### config.mk
export PLATFORM = sky130hd
export DESIGN_NAME = card_clk_switch
export DESIGN_NICKNAME = d
export VERILOG_FILES = /design/src/rtl/cc_pkg.sv /design/src/rtl/cc_sync.sv /design/src/rtl/cc_divider.sv /design/src/rtl/cc_mode_ctrl.sv /design/src/rtl/card_clk_switch.sv
export SDC_FILE = /design/constraint.sdc
export NUM_CORES = 1
export LEC_CHECK = 0
export ABC_AREA = 1
export ABC_CLOCK_PERIOD_IN_PS = 1800
export BUFFER_PORTS_ARGS = -buffer_cell sky130_fd_sc_hd__buf_4
export CAP_MARGIN = 25
export CELL_PAD_IN_SITES_DETAIL_PLACEMENT = 2
export CELL_PAD_IN_SITES_GLOBAL_PLACEMENT = 2
export CORE_MARGIN = 2
export CORE_UTILIZATION = 30
export CTS_BUF_LIST = sky130_fd_sc_hd__clkbuf_16
export CTS_CLUSTER_DIAMETER = 80
export DETAILED_ROUTE_END_ITERATION = 12
export HOLD_SLACK_MARGIN = 0.03
export MAX_ROUTING_LAYER = met4
export PLACE_DENSITY = 0.82
export SYNTH_ARGS = -nofsm -noshare
export SYNTH_HDL_FRONTEND = slang
export SYNTH_SLANG_ARGS = --single-unit
export TNS_END_PERCENT = 20
### constraint.sdc
create_clock -name clk -period 1.8 [get_ports clk]
set_input_delay 0.36 -clock clk [delete_from_list [all_inputs] [get_ports clk]]
set_output_delay 0.36 -clock clk [all_outputs]
set_load 0.005 [all_outputs]
### src/rtl/cc_pkg.sv
package cc_pkg;

  typedef enum logic [1:0] {
    M_INT = 2'd0,
    M_DIV = 2'd1,
    M_LO  = 2'd2,
    M_HI  = 2'd3
  } cc_mode_e;

  // Select bits [7:5]: internal has priority, then low, then high.
  function automatic cc_mode_e cc_decode(input logic [2:0] sel);
    if (sel[2])      return M_INT;
    else if (sel[1]) return M_LO;
    else if (sel[0]) return M_HI;
    else             return M_DIV;
  endfunction

  // Every permitted edge of the mode graph touches divided mode.
  function automatic logic cc_allowed(input cc_mode_e from, input cc_mode_e to);
    return (from == to) || (from == M_DIV) || (to == M_DIV);
  endfunction

endpackage

### src/rtl/cc_sync.sv
module cc_sync #(
  parameter int W      = 1,
  parameter int STAGES = 2
) (
  input  logic         clk,
  input  logic         rst_n,
  input  logic [W-1:0] d,
  output logic [W-1:0] q
);
  logic [STAGES-1:0][W-1:0] chain;

  always_ff @(posedge clk or negedge rst_n) begin
    if (!rst_n) chain <= '0;
    else        chain <= {chain[STAGES-2:0], d};
  end

  assign q = chain[STAGES-1];
endmodule

### src/rtl/cc_divider.sv
module cc_divider #(
  parameter int CODE_W = 3
) (
  input  logic              clk,
  input  logic              rst_n,
  input  logic              clr,
  input  logic              ext_rise,
  input  logic [CODE_W-1:0] code_in,
  output logic              div_q
);
  localparam int CNT_W = 1 << CODE_W;

  logic [CODE_W-1:0] act_code;
  logic [CNT_W-1:0]  cnt;
  logic [CNT_W-1:0]  half_m1;

  // Each half period spans 2^code external rising edges.
  assign half_m1 = (CNT_W'(1) << act_code) - CNT_W'(1);

  always_ff @(posedge clk or negedge rst_n) begin
    if (!rst_n) begin
      cnt      <= '0;
      div_q    <= 1'b0;
      act_code <= '0;
    end else if (clr) begin
      cnt      <= '0;
      div_q    <= 1'b0;
      act_code <= '0;
    end else if (ext_rise) begin
      if (cnt == half_m1) begin
        cnt   <= '0;
        div_q <= ~div_q;
        // A new ratio is adopted only as the output rises.
        if (!div_q) act_code <= code_in;
      end else begin
        cnt <= cnt + CNT_W'(1);
      end
    end
  end
endmodule

### src/rtl/cc_mode_ctrl.sv
module cc_mode_ctrl
  import cc_pkg::*;
#(
  parameter int COINC_WIN = 4
) (
  input  logic       clk,
  input  logic       rst_n,
  input  logic       shdn_s,
  input  logic       wr_valid,
  input  logic [7:2] wr_bits,
  output logic       wr_ready,
  input  logic       int_s,
  input  logic       int_rise,
  input  logic       start_rise,
  input  logic       done_rise,
  input  logic       div_q,
  output logic [7:0] cfg_q,
  output logic [2:0] ratio,
  output cc_mode_e   cur_mode,
  output logic       mode_err,
  output logic       card_clk,
  output logic       clk_sw
);
  localparam int AGE_W = $clog2(COINC_WIN + 1);
  localparam logic [AGE_W-1:0] AGE_SAT = AGE_W'(COINC_WIN);

  cc_mode_e         cur_q, tgt, cfg_mode, req;
  logic [7:0]       cfg_r;
  logic             in_act, err_r, cclk_r, sw_r, div_prev;
  logic [AGE_W-1:0] age_div, age_int;
  logic             pending, fire, div_up, coinc, sw_ok;

  assign cfg_mode = cc_decode(cfg_r[7:5]);
  assign req      = cc_decode(wr_bits[7:5]);
  assign tgt      = (cfg_mode == M_INT && in_act) ? M_DIV : cfg_mode;
  assign pending  = (cur_q != tgt);
  assign wr_ready = !pending && !shdn_s;
  assign fire     = wr_valid && wr_ready;
  assign div_up   = div_q && !div_prev;
  assign coinc    = (int_rise && div_q && (div_up || age_div < AGE_SAT)) ||
                    (div_up && int_s && age_int < AGE_SAT);

  always_comb begin
    sw_ok = 1'b0;
    unique case (cur_q)
      M_DIV: begin
        case (tgt)
          M_LO:    sw_ok = !div_q;
          M_HI:    sw_ok = div_q;
          M_INT:   sw_ok = coinc;
          default: sw_ok = 1'b0;
        endcase
      end
      M_LO:  sw_ok = (tgt == M_DIV) && !div_q;
      M_HI:  sw_ok = (tgt == M_DIV) && div_q;
      M_INT: sw_ok = (tgt == M_DIV) && !div_q && !int_s;
    endcase
  end

  always_ff @(posedge clk or negedge rst_n) begin
    if (!rst_n) begin
      cfg_r    <= 8'h40;
      cur_q    <= M_LO;
      in_act   <= 1'b0;
      err_r    <= 1'b0;
      cclk_r   <= 1'b0;
      sw_r     <= 1'b0;
      div_prev <= 1'b0;
      age_div  <= AGE_SAT;
      age_int  <= AGE_SAT;
    end else if (shdn_s) begin
      cfg_r    <= 8'h40;
      cur_q    <= M_LO;
      in_act   <= 1'b0;
      err_r    <= 1'b0;
      cclk_r   <= 1'b0;
      sw_r     <= 1'b0;
      div_prev <= 1'b0;
      age_div  <= AGE_SAT;
      age_int  <= AGE_SAT;
    end else begin
      div_prev <= div_q;
      if (div_up)                 age_div <= '0;
      else if (age_div != AGE_SAT) age_div <= age_div + AGE_W'(1);
      if (int_rise)               age_int <= '0;
      else if (age_int != AGE_SAT) age_int <= age_int + AGE_W'(1);

      if (start_rise)     in_act <= 1'b1;
      else if (done_rise) in_act <= 1'b0;

      if (fire) begin
        if (cc_allowed(cfg_mode, req)) begin
          err_r      <= 1'b0;
          cfg_r[7:5] <= wr_bits[7:5];
          if (wr_bits[7:5] == 3'b000) cfg_r[4:2] <= wr_bits[4:2];
        end else begin
          err_r <= 1'b1;
        end
      end

      if (pending && sw_ok) cur_q <= tgt;

      unique case (cur_q)
        M_INT: cclk_r <= int_s;
        M_DIV: cclk_r <= div_q;
        M_LO:  cclk_r <= 1'b0;
        M_HI:  cclk_r <= 1'b1;
      endcase
      sw_r <= (cur_q == M_INT);
    end
  end

  assign cfg_q    = {cfg_r[7:2], 2'b00};
  assign ratio    = cfg_r[4:2];
  assign cur_mode = cur_q;
  assign mode_err = err_r;
  assign card_clk = cclk_r;
  assign clk_sw   = sw_r;
endmodule

### src/rtl/card_clk_switch.sv
module card_clk_switch #(
  parameter int SYNC_STAGES = 2,
  parameter int COINC_WIN   = 4
) (
  input  logic       clk,
  input  logic       rst_n,
  input  logic       shdn,
  input  logic       wr_valid,
  output logic       wr_ready,
  input  logic [7:0] wr_data,
  input  logic       ext_clk,
  input  logic       int_osc,
  input  logic       act_start,
  input  logic       act_done,
  output logic       card_clk,
  output logic       clk_sw,
  output logic       mode_err,
  output logic [7:0] cfg_q
);
  localparam int CODE_W = 3;
  localparam int N_IN   = 5;

  logic [N_IN-1:0] lvl;
  logic [3:0]      edge_prev, rise;
  logic            shdn_s, int_s, div_q;
  logic [CODE_W-1:0] ratio;
  cc_pkg::cc_mode_e  cur_mode;
  logic            unused_rsvd;

  assign unused_rsvd = ^wr_data[1:0];

  cc_sync #(.W(N_IN), .STAGES(SYNC_STAGES)) u_sync (
    .clk   (clk),
    .rst_n (rst_n),
    .d     ({shdn, act_done, act_start, int_osc, ext_clk}),
    .q     (lvl)
  );

  always_ff @(posedge clk or negedge rst_n) begin
    if (!rst_n) edge_prev <= '0;
    else        edge_prev <= lvl[3:0];
  end

  assign rise   = lvl[3:0] & ~edge_prev;
  assign shdn_s = lvl[4];
  assign int_s  = lvl[1];

  cc_divider #(.CODE_W(CODE_W)) u_div (
    .clk      (clk),
    .rst_n    (rst_n),
    .clr      (shdn_s),
    .ext_rise (rise[0]),
    .code_in  (ratio),
    .div_q    (div_q)
  );

  cc_mode_ctrl #(.COINC_WIN(COINC_WIN)) u_ctrl (
    .clk        (clk),
    .rst_n      (rst_n),
    .shdn_s     (shdn_s),
    .wr_valid   (wr_valid),
    .wr_bits    (wr_data[7:2]),
    .wr_ready   (wr_ready),
    .int_s      (int_s),
    .int_rise   (rise[1]),
    .start_rise (rise[2]),
    .done_rise  (rise[3]),
    .div_q      (div_q),
    .cfg_q      (cfg_q),
    .ratio      (ratio),
    .cur_mode   (cur_mode),
    .mode_err   (mode_err),
    .card_clk   (card_clk),
    .clk_sw     (clk_sw)
  );
endmodule

# Word level (Yosys, flattened, before mapping)

Index checks and enable logic that the tools add are counted.
W data, S select, Z words.

Word-level logic and storage cells: 119
Input bits: 16
Register bits: 45

Mux-type cells: 41
$lt $le $gt $ge: 2
Add/subtract/negate cells: 4
Bitwise logic cells: 3
Shifts and indexed selects: 1
Eq/ne operators: 14
Reductions and logical operators: 38

Operator list:

| cell                  | number |
|---|---|
| $mux W3               | 11 |
| $mux W8               | 3 |
| $mux W2               | 9 |
| $mux W6               | 3 |
| $logic_and A1 B1 Y1   | 12 |
| $mux W1               | 12 |
| $reduce_bool A2 Y1    | 6 |
| $reduce_bool A3 Y1    | 3 |
| $add A8 B1 Y8 const B | 1 |
| $eq A2 B1 Y1 const B  | 4 |
| $eq A2 B2 Y1 const B  | 4 |
| $eq A8 B8 Y1          | 1 |
| $pmux W1 S4           | 2 |
| $shl A1 B3 Y8 const A | 1 |
| $sub A8 B2 Y8 const B | 1 |
| $add A3 B1 Y3 const B | 2 |
| $logic_not A2 Y1      | 3 |
| $lt A3 B3 Y1 const B  | 2 |
| $ne A3 B3 Y1 const B  | 2 |
| $reduce_and A3 Y1     | 2 |
| $logic_not A1 Y1      | 5 |
| $and A4 B4 Y4         | 1 |
| $logic_or A1 B1 Y1    | 4 |
| $not A4 Y4            | 1 |
| 7 further kinds       | 8 |

# Depth between registers and ports, before layout

Gate-level depths: netlist of run 1.

Word-level depth: 13
Mapped depth: 17

# By module

Synthesis of run 1 repeated with hierarchy kept, for this count alone.

Cells, all modules: 297
Area total of the unflattened synthesis: 2408.6 µm²

Modules (own cells, without submodules):

| module          | instances | area each (µm²) | cells an instance | sequential area each (µm²) |
|---|---|---|---|---|
| cc_mode_ctrl    | 1         | 1222.4          | 166               | 480.5 |
| cc_divider      | 1         | 758.2           | 104               | 300.3 |
| cc_sync         | 1         | 287.8           | 15                | 250.2 |
| card_clk_switch | 1         | 140.1           | 12                | 100.1 |

# Worst setup path before layout of run 1

OpenSTA, ideal clock, no wires.

Kind: reg-to-reg
From: reg u_div.act_code[1]
To: reg u_div.div_q
Setup time: 0.117 ns
Buffers on the path: 1
Period minus slack after synthesis: 1.825 ns
Slack: -0.025 ns
Cell stages (with the launch flop): 15
Data arrival time: 1.708 ns
Required time: 1.683 ns
Cell sequence: dfrtp_1 -> inv_2 -> nand3_2 -> ha_1 -> nand2_1 -> nand2_1 -> nor3_1 -> nand2_1 -> nor2_1 -> nand2_1 -> nand2_2 -> buf_6 -> nand2_1 -> nand2_1 -> nand2_1

Longest elaborated chain between the ends: 5

RTL lines:

| what                         | RTL line         | text |
|---|---|---|
| from (decl)                  | cc_divider.sv:13 | `logic [CODE_W-1:0] act_code;` |
| from (signal assigned)       | cc_divider.sv:34 | `if (!div_q) act_code <= code_in;` |
| $shl A1 B3 Y8                | cc_divider.sv:18 | `assign half_m1 = (CNT_W'(1) << act_code) - CNT_W'(1);` |
| $sub A8 B2 Y8                | cc_divider.sv:18 |  |
| $eq A8 B8 Y1                 | cc_divider.sv:30 | `if (cnt == half_m1) begin` |
| $reduce_bool A2 Y1 (no line) | --               |  |
| $reduce_and A2 Y1 (no line)  | --               |  |
| to (signal assigned)         | cc_divider.sv:32 | `div_q <= ~div_q;` |
| to (decl)                    | cc_divider.sv:9  | `output logic div_q` |

Every way passes these cells.
A chain may end at the register's enable or synchronous reset.

# Worst setup path in the final report of run 1

From: reg u_div.act_code[0]
To: reg u_div.act_code[2]

Longest elaborated chain between the ends: 5

RTL lines:

| what                         | RTL line |
|---|---|
| $shl A1 B3 Y8                | cc_divider.sv:18 |
| $sub A8 B2 Y8                | cc_divider.sv:18 |
| $eq A8 B8 Y1                 | cc_divider.sv:30 |
| $reduce_bool A2 Y1 (no line) | -- |
| $reduce_and A3 Y1 (no line)  | -- |

Every way passes these cells.

==> summary.md, run 1 <==
| Metric | Value |
|---|---|
| Run status | `finished with violations` |
| Synthesized area | `2260 um2` |
| Max cap viols | `0` |
| Die area | `8250 um2` |
| Largest net degree at the start of global routing | `46` |
| Final worst slack | `-0.0827 ns` |
| Synth warnings | `0` |
| DRT Wirelength | `6220 um` |
| Worst Setup Start Kind | `register` |
| Synthesized area per cell | `8.57 um2` |
| Clock Tree Buf Depth | `2` |
| Crit path top cell by count | `nand2_1` |
| 1st-iter DRT viols | `68` |
| RSZ-0062 raised after global routing | `yes` |
| CP peak stage delay | `0.42 ns` |
| DRT met1 WL | `2700 um` |
| Wire length per cell | `15.2 um` |
| Final nets | `330` |
| IO Pins | `28` |
| Clk slew on worst S/H paths | `0.06 ns` |
| Final Cycle Share | `1.05` |
| Vias per cell | `4.75` |
| Slew @ Worst Pin | `0.587 ns` |
| Inserted Clock Buffers | `5` |
| Cell Rows | `31` |
| Worst-path maximum fanout | `5` |
| CTS tree | `yes` |
| Final setup violation count | `13` |
| Final core utilization | `0.397` |
| Drt pass-1 iters | `4` |
| Total power draw | `0.00473 W` |
| Die Ht | `90.8 um` |
| VDD IR max | `0.617 mV` |
| Critical Path RT | `2.02 ns` |
| Antenna Cells | `0` |
| P per Cell Area | `1630 nW/um2` |
| Post-synthesis sequential area ratio | `0.500` |
| Vias in the first global route | `2192` |
| Final Hold Fails | `0` |
| Layout cells sized above 1 | `0.272` |
| Crit-path cells | `inv_2 > nand3_4 > ha_4 > nand3_1 > nand2_1 > clkinv_1 > nand2_1 > nand2_1 > nand2_1 > nor2_2 > nand2_1 > nand2_2 > buf_6 > nand4_1 > nand2_1` |
| # DRC | `0` |
| Cells after Synth | `264` |
| Arrival time at the worst endpoint | `2.11 ns` |
| Die X-Extent | `90.8 um` |
| Fmax achieved | `0.531 GHz` |
| Port bufs | `23` |
| Placer Congestion | `0.808` |
| Violated checks | `setup timing` |
| GR Overflow Total | `0` |
| Hold WS | `0.0827 ns` |
| Sink Count | `45` |
| CTS root buffer | `clkbuf_16` |
| Top delay family on crit path | `simple AND/OR/NAND/NOR gates` |
| Met2 WL | `3300 um` |
| Crit path time final | `1.88 ns` |
| Register bit total from synthesis | `45` |
| Max_slew headroom | `0.608` |
| Met3 Routed Length | `138 um` |
| CTS H-Tree Depth | `2` |
| Worst min path class | `input port to asynchronous set/reset pin` |
| Synthesis-to-layout area growth | `27.9%` |
| Kind of critical path | `register to register` |
| Routed Antenna Nets | `0` |
| Post-route clock skew | `0.00750 ns` |
| Dpl hpwl | `4550 um` |
| Top routing layer used | `met4` |
| Worst-Skew Late Latency | `0.28 ns` |
| GRT Total Usage | `0.169` |
| Final Non-Filler Cells | `408` |
| Via count | `1937` |
| Worst Path Buf+Inv | `3` |
| Slew Viols, Final | `0` |
| First-pass GRT wire length | `11000 um` |
| CP max stage cell | `dfrtp_1` |
| Worst Setup End Kind | `register` |
| Core region area | `7290 um2` |
| Placed Cells | `393` |
| Leak | `1.42 nW` |
| Synth cell types | `37` |
| Starting Density | `0.310` |
| Antenna violations before repair | `0` |
[through the flow]
step | worst slack, ns | TNS (ns) | instance area, um2
floorplan | 0.0141 | 0 | 2280
global placement | -0.0416 | -0.241 | 2630
detailed placement | -0.105 | -0.957 | 2630
CTS | -0.0689 | -0.715 | 2890
global route | -0.251 | -3.07 | 2890
finish | -0.0827 | -0.831 | 2890
[cells in the mapped netlist]
cell / count / area [um2]
o21a_1: 1 / 7.51
clkbuf_1: 2 / 7.51
o21bai_1: 1 / 7.51
xor2_1: 8 / 70.1
o21ai_1: 6 / 30.0
conb_1: 1 / 3.75
xnor2_1: 2 / 17.5
o22ai_1: 1 / 6.26
nor2_1: 18 / 67.6
inv_1: 26 / 97.6
nand2_1: 61 / 229
dfstp_2: 4 / 105
buf_4: 2 / 15.0
clkinv_1: 1 / 3.75
inv_6: 1 / 8.76
or2_2: 2 / 12.5
o21bai_2: 1 / 11.3
ha_1: 6 / 75.1
nand4_1: 9 / 56.3
a211oi_1: 2 / 15.0
buf_6: 2 / 22.5
buf_2: 1 / 5.00
o2bb2ai_1: 1 / 8.76
nand3_2: 2 / 20.0
o21ai_0: 10 / 50.1
nand2_2: 7 / 43.8
nand2_4: 1 / 11.3
clkbuf_2: 1 / 5.00
dfrtp_1: 41 / 1030
nor3_1: 2 / 10.0
o211ai_1: 2 / 15.0
inv_2: 4 / 15.0
nor4_1: 1 / 6.26
nor2_2: 2 / 12.5
o21ai_2: 1 / 8.76
nand3_1: 18 / 90.1
a21oi_1: 13 / 65.1
[state kept, by name, indices dropped and copies added (netlist names)]
signal,cells
u_ctrl.in_act,1
u_div.cnt,8
edge_prev,4
u_ctrl.cfg_r,6
u_ctrl.div_prev,1
u_ctrl.age_int,3
u_div.act_code,3
u_div.div_q,1
u_ctrl.age_div,3
u_ctrl.mode_err,1
u_sync.chain,5
u_ctrl.card_clk,1
u_ctrl.cur_mode,2
u_ctrl.clk_sw,1
u_sync.q,5
[layer usage]
layer	up-vias	track usage
met5	-	-
met4	0	0.0417
met3	6	0.0234
met2	24	0.299
met1	968	0.205
li1	939	-
[kinds of logic after synthesis]
kind of cell,after synthesis,synth area share
AND/OR/NAND/NOR,123,0.247
flip-flops,45,0.500
buffers and inverters,40,0.0796
AO/OA/AOI/OAI,39,0.0996
XOR/XNOR,10,0.0387
adder cells (fa/ha/maj),6,0.0332
other,1,0.00166
[path summary, 6_finish.rpt]
kind                                                     from                       endpoint  slack [ns]  cells after the start
max in group asynchronous                               rst_n    u_ctrl.cfg_r[7]$_DFFE_PN0P_        1.30                      1
worst min register to register      u_sync.chain[4]$_DFF_PN0_          u_sync.q[4]$_DFF_PN0_        0.35                      0
worst max register to register  u_div.act_code[0]$_DFFE_PN0P_  u_div.act_code[2]$_DFFE_PN0P_       -0.08                     15
worst max-delay path            u_div.act_code[0]$_DFFE_PN0P_  u_div.act_code[2]$_DFFE_PN0P_       -0.08                     15
min in group clk                                    act_start      u_sync.chain[2]$_DFF_PN0_        0.18                      1
worst min-delay path                                    rst_n    u_ctrl.cfg_r[5]$_DFFE_PN0P_        0.08                      1
[final cells by class]
class	count	area (um2)
clock buffers	5	125
clock inverters	3	38.8
fillers	863	4400
inverters	32	125
multi-input cells	180	1010
flip-flops and latches	45	1130
well taps	99	124
repair buffers	44	334
[placed cells by master, fill, tap and decap left out, types with 4 or more instances in the layout]
master / count
nand2_1: 59
buf_4: 43
dfrtp_1: 40
inv_1: 27
nor2_1: 17
nand3_1: 16
a21oi_1: 13
o21ai_0: 10
nand4_1: 9
nand2_2: 8
xor2_1: 8
o21ai_1: 6
ha_1: 5
clkbuf_16: 5
inv_2: 4
dfstp_2: 4
[where the power goes]
part / internal [W] / total [W] / switching, W
Combinational: 0.00103 / 0.00226 / 0.00123
Sequential: 0.00123 / 0.00145 / 0.000222
Clock: 0.000647 / 0.00102 / 0.000375
Total: 0.00290 / 0.00473 / 0.00182
[what timing repair did]
| action | CTS | global route |
|---|---|---|
| pin swaps | 5 | 1 |
| endpoints found under the setup margin | 13 | 20 |
| endpoints found under the hold margin | 0 | 0 |
| resized for setup | 12 | 0 |
| hold buffers | 0 | 0 |
| setup buffers | 6 | 1 |
| gates cloned | 0 | 0 |
Note: power is estimated with default switching activity, not from simulation.
==> inputs of run 2 (changes only) <==
--- a/config.mk
+++ b/config.mk
@@ -18,8 +18,9 @@
 export DETAILED_ROUTE_END_ITERATION = 12
 export HOLD_SLACK_MARGIN = 0.03
 export MAX_ROUTING_LAYER = met4
-export PLACE_DENSITY = 0.82
+export PLACE_DENSITY = 0.83
 export SYNTH_ARGS = -nofsm -noshare
 export SYNTH_HDL_FRONTEND = slang
+export SYNTH_HIERARCHICAL = 1
 export SYNTH_SLANG_ARGS = --single-unit
 export TNS_END_PERCENT = 20
==> run 2 against run 1 <==
  * Utilization fell by 2.6 points
  * The flow now finishes without violations
  * Power decreased by 10%
  * Largest cell class unchanged
  * Via count grew 7.5%
  * Routed wire length up 8.3%
  * Register-to-register slack better by 0.20 ns
  * Die area increased by 6.2%
  * Non-clock buffer count is 9 lower
  * Hold slack got worse by 0.024 ns
==> summary.md, run 2 <==
| Metric | Value |
|---|---|
| Top Registers | `u_div/cnt x8, u_ctrl/cfg_r x6` |
| Via count | `2082` |
| Simple-gate area share of the yosys netlist | `0.331` |
| Synth cell types | `30` |
| Area leader, netlist | `dfrtp_1` |
| DP Area | `2640 um2` |
| First-pass GRT wire length | `11200 um` |
| Port bufs | `23` |
| Critical Path RT | `1.44 ns` |
| Cell Rows | `32` |
| Placer Congestion | `0.806` |
| Die X-Extent | `93.6 um` |
| Core region area | `7770 um2` |
| Most used cells in the layout excluding fill and tap cells | `nand2_1, dfrtp_1, inv_1` |
| Routed Antenna Nets | `0` |
| FILL cells | `929` |
| Kind of critical path | `register to primary output` |
| GR Overflow Total | `0` |
| VDD IR max | `0.652 mV` |
| Most frequent cell after synthesis | `nand2_1` |
| Worst-Skew Late Latency | `0.29 ns` |
| Ys flop type | `dfrtp_1` |
| Final Cycle Share | `0.986` |
| Main combinational cell family by area after synthesis | `simple AND/OR/NAND/NOR gates` |
| Sink Count | `45` |
| Layout cells sized above 1 | `0.253` |
| Mux cell area share after synthesis | `0` |
| Compound-cell area share of the yosys netlist | `0.0577` |
| Starting Density | `0.310` |
| CTS root buffer | `clkbuf_16` |
| Post-synthesis xor/xnor area fraction | `0.0109` |
| Worst Setup End Kind | `primary output` |
| Synth Area in Adders | `0.0260` |
| Vias per cell | `4.84` |
| Post-synthesis sequential area ratio | `0.470` |
| Most flops, register | `u_div/cnt` |
| RSZ-0062 raised after global routing | `yes` |
| Worst Setup Start Kind | `register` |
| Die area | `8760 um2` |
| Final nets | `348` |
| Synthesis-to-layout area growth | `19.6%` |
| Largest net degree at the start of global routing | `46` |
| Final Hold Fails | `0` |
| CTS tree | `yes` |
| Antenna violations before repair | `0` |
| FFs w/ async S/R, synth | `1.00` |
| Slew Viols, Final | `0` |
| Register area | `1130 um2` |
| Post-route clock skew | `0.00482 ns` |
| Vias in the first global route | `2274` |
| Cells after Synth | `297` |
| Multi-input gate area | `1070 um2` |
| IO Pins | `28` |
| Worst-path maximum fanout | `4` |
| P per Cell Area | `1470 nW/um2` |
| Number of flops mapped to enable cells by yosys | `0` |
| Pre-CTS setup slack | `0.187 ns` |
| Max cap viols | `0` |
| Final worst slack | `0.0247 ns` |
| Register bit total from synthesis | `45` |
| Finished Cell Area | `2880 um2` |
| Worst min path class | `input port to asynchronous set/reset pin` |
| Top post-synthesis cells by count | `nand2_1, dfrtp_1, inv_1` |
| Leak | `1.49 nW` |
| Synthesized area | `2410 um2` |
| Slew @ Worst Pin | `0.597 ns` |
| # DRC | `0` |
| Max reg flops | `8` |
| Arrival time at the worst endpoint | `1.42 ns` |
| Max_slew headroom | `0.602` |
| Run status | `complete, no violations` |
| Most common cell after layout, fill and taps aside | `nand2_1` |
| Clk slew on worst S/H paths | `0.06 ns` |
| Inserted Clock Buffers | `5` |
| Dpl hpwl | `4520 um` |
| 1st-iter DRT viols | `76` |
| Synth warnings | `6` |
| Die Ht | `93.6 um` |
| Setup TNS | `0 ns` |
| GRT Total Usage | `0.167` |
| Final setup violation count | `0` |
| CTS H-Tree Depth | `2` |
| Most area-consuming cells after synthesis | `dfrtp_1, nand2_1, inv_1, nand3_1, dfstp_2` |
| Fmax achieved | `0.563 GHz` |
| DRT Wirelength | `6740 um` |
| Clock Tree Buf Depth | `2` |
| Total power draw | `0.00425 W` |
| Wire length per cell | `15.7 um` |
| Crit path time final | `1.78 ns` |
| Drt pass-1 iters | `4` |
| Antenna Cells | `0` |
| Post-synth top area share | `0.426` |
| Synthesized area per cell | `8.11 um2` |
run 2: cell types whose count changed after synthesis, moves of 3 or more:
cell,delta
nand3_1,+8
nand3b_1,+4
o21ai_1,-4
nor2_2,+8
nor2_1,+3
xor2_1,-6
nand2_1,+13
buf_4,+8
nand2_4,+3
nand4_1,+3
inv_1,+11
a21oi_1,-4
run 2: kinds of logic (layout without fill, tap and decap cells):
group,count (synthesis),count (layout)
AND/OR/NAND/NOR,164,164
buffers and inverters,54,84
other,1,2
adder cells (fa/ha/maj),5,5
AO/OA/AOI/OAI,25,25
XOR/XNOR,3,3
flip-flops,45,45
run 2: final timing paths:
check | cells past startpoint | start | slack, ns | to
worst min-delay path | 1 | rst_n | 0.06 | u_ctrl/mode_err$_DFFE_PN0P_
max in group asynchronous | 1 | rst_n | 1.31 | u_sync/q[2]$_DFF_PN0_
worst min register to register | 0 | u_sync/chain[0]$_DFF_PN0_ | 0.35 | u_sync/q[0]$_DFF_PN0_
worst max-delay path | 8 | u_ctrl/cfg_r[6]$_DFFE_PN1P_ | 0.02 | wr_ready
min in group clk | 1 | act_done | 0.17 | u_sync/chain[3]$_DFF_PN0_
worst max register to register | 11 | u_ctrl/cfg_r[6]$_DFFE_PN1P_ | 0.12 | u_ctrl/cfg_r[2]$_DFFE_PN0P_
run 2: cell type report:
cell class	count	area share
flip-flops and latches	45	0.393
multi-input cells	199	0.370
clock inverters	3	0.00391
inverters	41	0.0543
clock buffers	5	0.0434
repair buffers	35	0.0912
well taps	102	0.0443
run 2: per-stage QoR:
step           utilization  std cells  hold WS (ns)
2_1_floorplan            -        298        0.0644
3_3_place_gp         0.340        413         0.335
3_5_place_dp         0.340        413         0.342
4_1_cts              0.363        426        0.0935
5_1_grt              0.371        430         0.118
6_report             0.371        430        0.0589
run 2: layer usage:
metal / vias to the layer above / part of all wire / GRT usage
met5: - / 0 / -
met4: 0 / 0.014 / 0.0568
met3: 7 / 0.016 / 0.0226
met2: 22 / 0.54 / 0.296
met1: 1053 / 0.43 / 0.196
li1: 1000 / - / -
run 2: critical path: stages (launching register included):
cell and delay [ns]:
dfstp_2 0.59, inv_2 0.06, nand2_2 0.07, nand3_2 0.06
nand2_2 0.09, inv_2 0.04, nand2_2 0.06, nor2_2 0.04
buf_4 0.13
run 2: report_power, final:
part | switching, W | internal (W)
Clock | 0.000383 | 0.000500
Combinational | 0.00115 | 0.000754
Sequential | 0.000239 | 0.00122
Total | 0.00177 | 0.00248
run 2: what timing repair did:
action,4_1_cts,5_1_grt
endpoints found under the setup margin,1,2
gates resized for setup,3,12
hold buffers,0,0
pin swaps,2,2
buffers inserted,5,4
==> inputs of run 3 (changes only) <==
--- a/config.mk
+++ b/config.mk
@@ -16,6 +16,7 @@
 export CTS_BUF_LIST = sky130_fd_sc_hd__clkbuf_16
 export CTS_CLUSTER_DIAMETER = 80
 export DETAILED_ROUTE_END_ITERATION = 12
+export GPL_TIMING_DRIVEN = 0
 export HOLD_SLACK_MARGIN = 0.03
 export MAX_ROUTING_LAYER = met4
 export PLACE_DENSITY = 0.83
==> run 3 against run 2 <==
  * The flow now finishes with violations (setup timing)
  * Largest power group unchanged
  * Cell area is 5.0% higher
  * Die area is the same
  * Non-clock buffer count rose by 15
  * Combinational power grew 14%
  * Sequential cell count is the same
  * Utilization grew 1.8 points
  * Final cell count is 3.5% higher
  * Highest routed layer unchanged
  * Largest cell class unchanged
  * Global-route usage increased by 0.12 points
  * Clock-buffer cell count stayed put
  * Sequential power is essentially flat
  * Via count rose by 3.1%
  * First-iteration DRC count fell by 30%
==> summary.md, run 3 (synthesis gave the netlist of run 2 again) <==
| Metric | Value |
|---|---|
| Run status | `finished with violations` |
| Violated checks | `setup timing` |
| Antenna violations before repair | `0` |
| Synthesis-to-layout area growth | `25.6%` |
| Finished Cell Area | `3020 um2` |
| Max_slew headroom | `0.595` |
| Met3 Routed Length | `139 um` |
| Combinational Power Share | `0.467` |
| Routed Antenna Nets | `0` |
| Wire length per cell | `15.6 um` |
| Leak | `1.57 nW` |
| Die Ht | `93.6 um` |
| 1st-iter DRT viols | `53` |
| Die X-Extent | `93.6 um` |
| Starting Density | `0.310` |
| Worst-path maximum fanout | `5` |
| Worst-Skew Late Latency | `0.28 ns` |
| Hold WS | `0.0783 ns` |
| Post-route clock skew | `0.00573 ns` |
| Final nets | `363` |
| CTS H-Tree Depth | `2` |
| Worst Setup Start Kind | `register` |
| Register area | `1130 um2` |
| Worst r2r path cells | `12` |
| Fmax achieved | `0.546 GHz` |
| Final Non-Filler Cells | `445` |
| Sink Count | `45` |
| Top routing layer used | `met4` |
| Slew Viols, Final | `0` |
| Met2 WL | `3740 um` |
| Vias per cell | `4.82` |
| GR Overflow Total | `0` |
| VDD IR max | `0.703 mV` |
| Most used cells in the layout excluding fill and tap cells | `nand2_1, buf_4, dfrtp_1` |
| Layout cells sized above 1 | `0.292` |
| Flop pwr share | `0.313` |
| Final Cycle Share | `1.02` |
| Worst min path class | `input port to asynchronous set/reset pin` |
| Via count | `2146` |
| Crit path time final | `1.83 ns` |
| Clk slew on worst S/H paths | `0.06 ns` |
| Final worst slack | `-0.0301 ns` |
| P per Cell Area | `1530 nW/um2` |
| CTS tree | `yes` |
| Sw Share | `0.399` |
| Final setup violation count | `1` |
| Arrival time at the worst endpoint | `1.47 ns` |
| Die area | `8760 um2` |
| DRT Wirelength | `6940 um` |
| Placed Cells | `423` |
| Clk pwr share | `0.220` |
| Largest net degree at the start of global routing | `46` |
| Drt pass-1 iters | `4` |
| DP Area | `2710 um2` |
| Final Hold Fails | `0` |
| Top Registers | `u_div/cnt x8, u_ctrl/cfg_r x6` |
| # DRC | `0` |
| GRT Total Usage | `0.168` |
| Most flops, register | `u_div/cnt` |
| RSZ-0062 raised after global routing | `yes` |
| Placer Congestion | `0.795` |
| Slew @ Worst Pin | `0.607 ns` |
| Cell Rows | `32` |
| FILL cells | `912` |
| CTS root buffer | `clkbuf_16` |
| Inserted Clock Buffers | `5` |
| Kind of critical path | `register to primary output` |
| Dpl hpwl | `4760 um` |
| Max cap viols | `0` |
| Port bufs | `23` |
| Core region area | `7770 um2` |
| Int Pwr | `0.00278 W` |
| First-pass GRT wire length | `11400 um` |
| Worst Setup End Kind | `primary output` |
| Psw | `0.00185 W` |
| DRT met1 WL | `2880 um` |
| Critical Path RT | `1.44 ns` |
| Antenna Cells | `0` |
| Post-CTS Hold Fix Bufs | `0` |
| Vias in the first global route | `2392` |
| Most common cell after layout, fill and taps aside | `nand2_1` |
| Clock Tree Buf Depth | `2` |
| IO Pins | `28` |
| Max reg flops | `8` |
| Multi-input gate area | `1070 um2` |
-- run 3: cell types whose count changed in the layout (fill, tap and decap cells not counted) --
cell | previous run | this run
o21ai_1 | 3 | 2
clkbuf_1 | 0 | 2
o21ai_0 | 8 | 9
nand2_2 | 10 | 13
bufinv_16 | 0 | 1
nand2_1 | 68 | 65
inv_1 | 37 | 36
buf_4 | 35 | 47
buf_6 | 0 | 1
-- run 3: power by group through the flow --
stage                     logic (W)  clock network (W)  registers (W)
after floorplan             0.00121                  0        0.00140
after global placement      0.00160                  0        0.00146
after detailed placement    0.00168                  0        0.00147
after CTS                   0.00195            0.00105        0.00144
after global routing        0.00240            0.00108        0.00148
final                       0.00216            0.00102        0.00145
-- run 3: cell type report --
type / count / area share
clock inverter: 3 / 0.0124
multi-input combinational: 199 / 0.355
sequential: 45 / 0.374
clock buffer: 5 / 0.0414
tap: 102 / 0.0422
inverter: 41 / 0.0517
buffer: 13 / 0.0310
timing repair buffer: 37 / 0.0918
-- run 3: critical path, stage by stage (launching register included) --
cell,delay [ns]
dfstp_2,0.61
nand2_4,0.10
nand2_4,0.09
nand2_2,0.05
nand2_1,0.08
nand2_2,0.07
nor2_2,0.07
buf_4,0.11
-- run 3: layer usage --
layer  vias to the layer above  global-route usage
met4                         0              0.0362
met3                        16              0.0218
met1                      1074               0.196
li1                       1023                   -
met2                        33               0.311
met5                         -                   -
-- run 3: worst paths after layout --
kind	start	endpoint	slack, ns
max reg2reg	u_ctrl/cfg_r[6]$_DFFE_PN1P_	u_ctrl/cur_mode[0]$_DFFE_PN0P_	0.01
max	u_ctrl/cfg_r[6]$_DFFE_PN1P_	wr_ready	-0.03
min reg2reg	u_sync/chain[0]$_DFF_PN0_	u_sync/q[0]$_DFF_PN0_	0.35
min	rst_n	u_sync/chain[4]$_DFF_PN0_	0.08
max in group asynchronous	rst_n	u_ctrl/cfg_r[7]$_DFFE_PN0P_	1.29
min in group clk	act_done	u_sync/chain[3]$_DFF_PN0_	0.18
-- run 3: repair_timing --
| action | 4_1_cts | 5_1_grt |
|---|---|---|
| setup buffers | 11 | 3 |
| pin swaps | 3 | 6 |
| resized for setup | 3 | 14 |
| gates cloned | 0 | 0 |
| setup endpoints to repair | 1 | 6 |
-- run 3: per-stage QoR --
stage,util,setup TNS (ns),worst slack (ns),power (W)
finish,0.389,-0.0301,-0.0301,0.00463
global route,0.389,-0.494,-0.0986,0.00497
CTS,0.381,-0.0200,-0.0200,0.00445
detailed placement,0.349,0,0.178,0.00315
global placement,0.349,0,0.179,0.00305
floorplan,-,0,0.436,0.00261
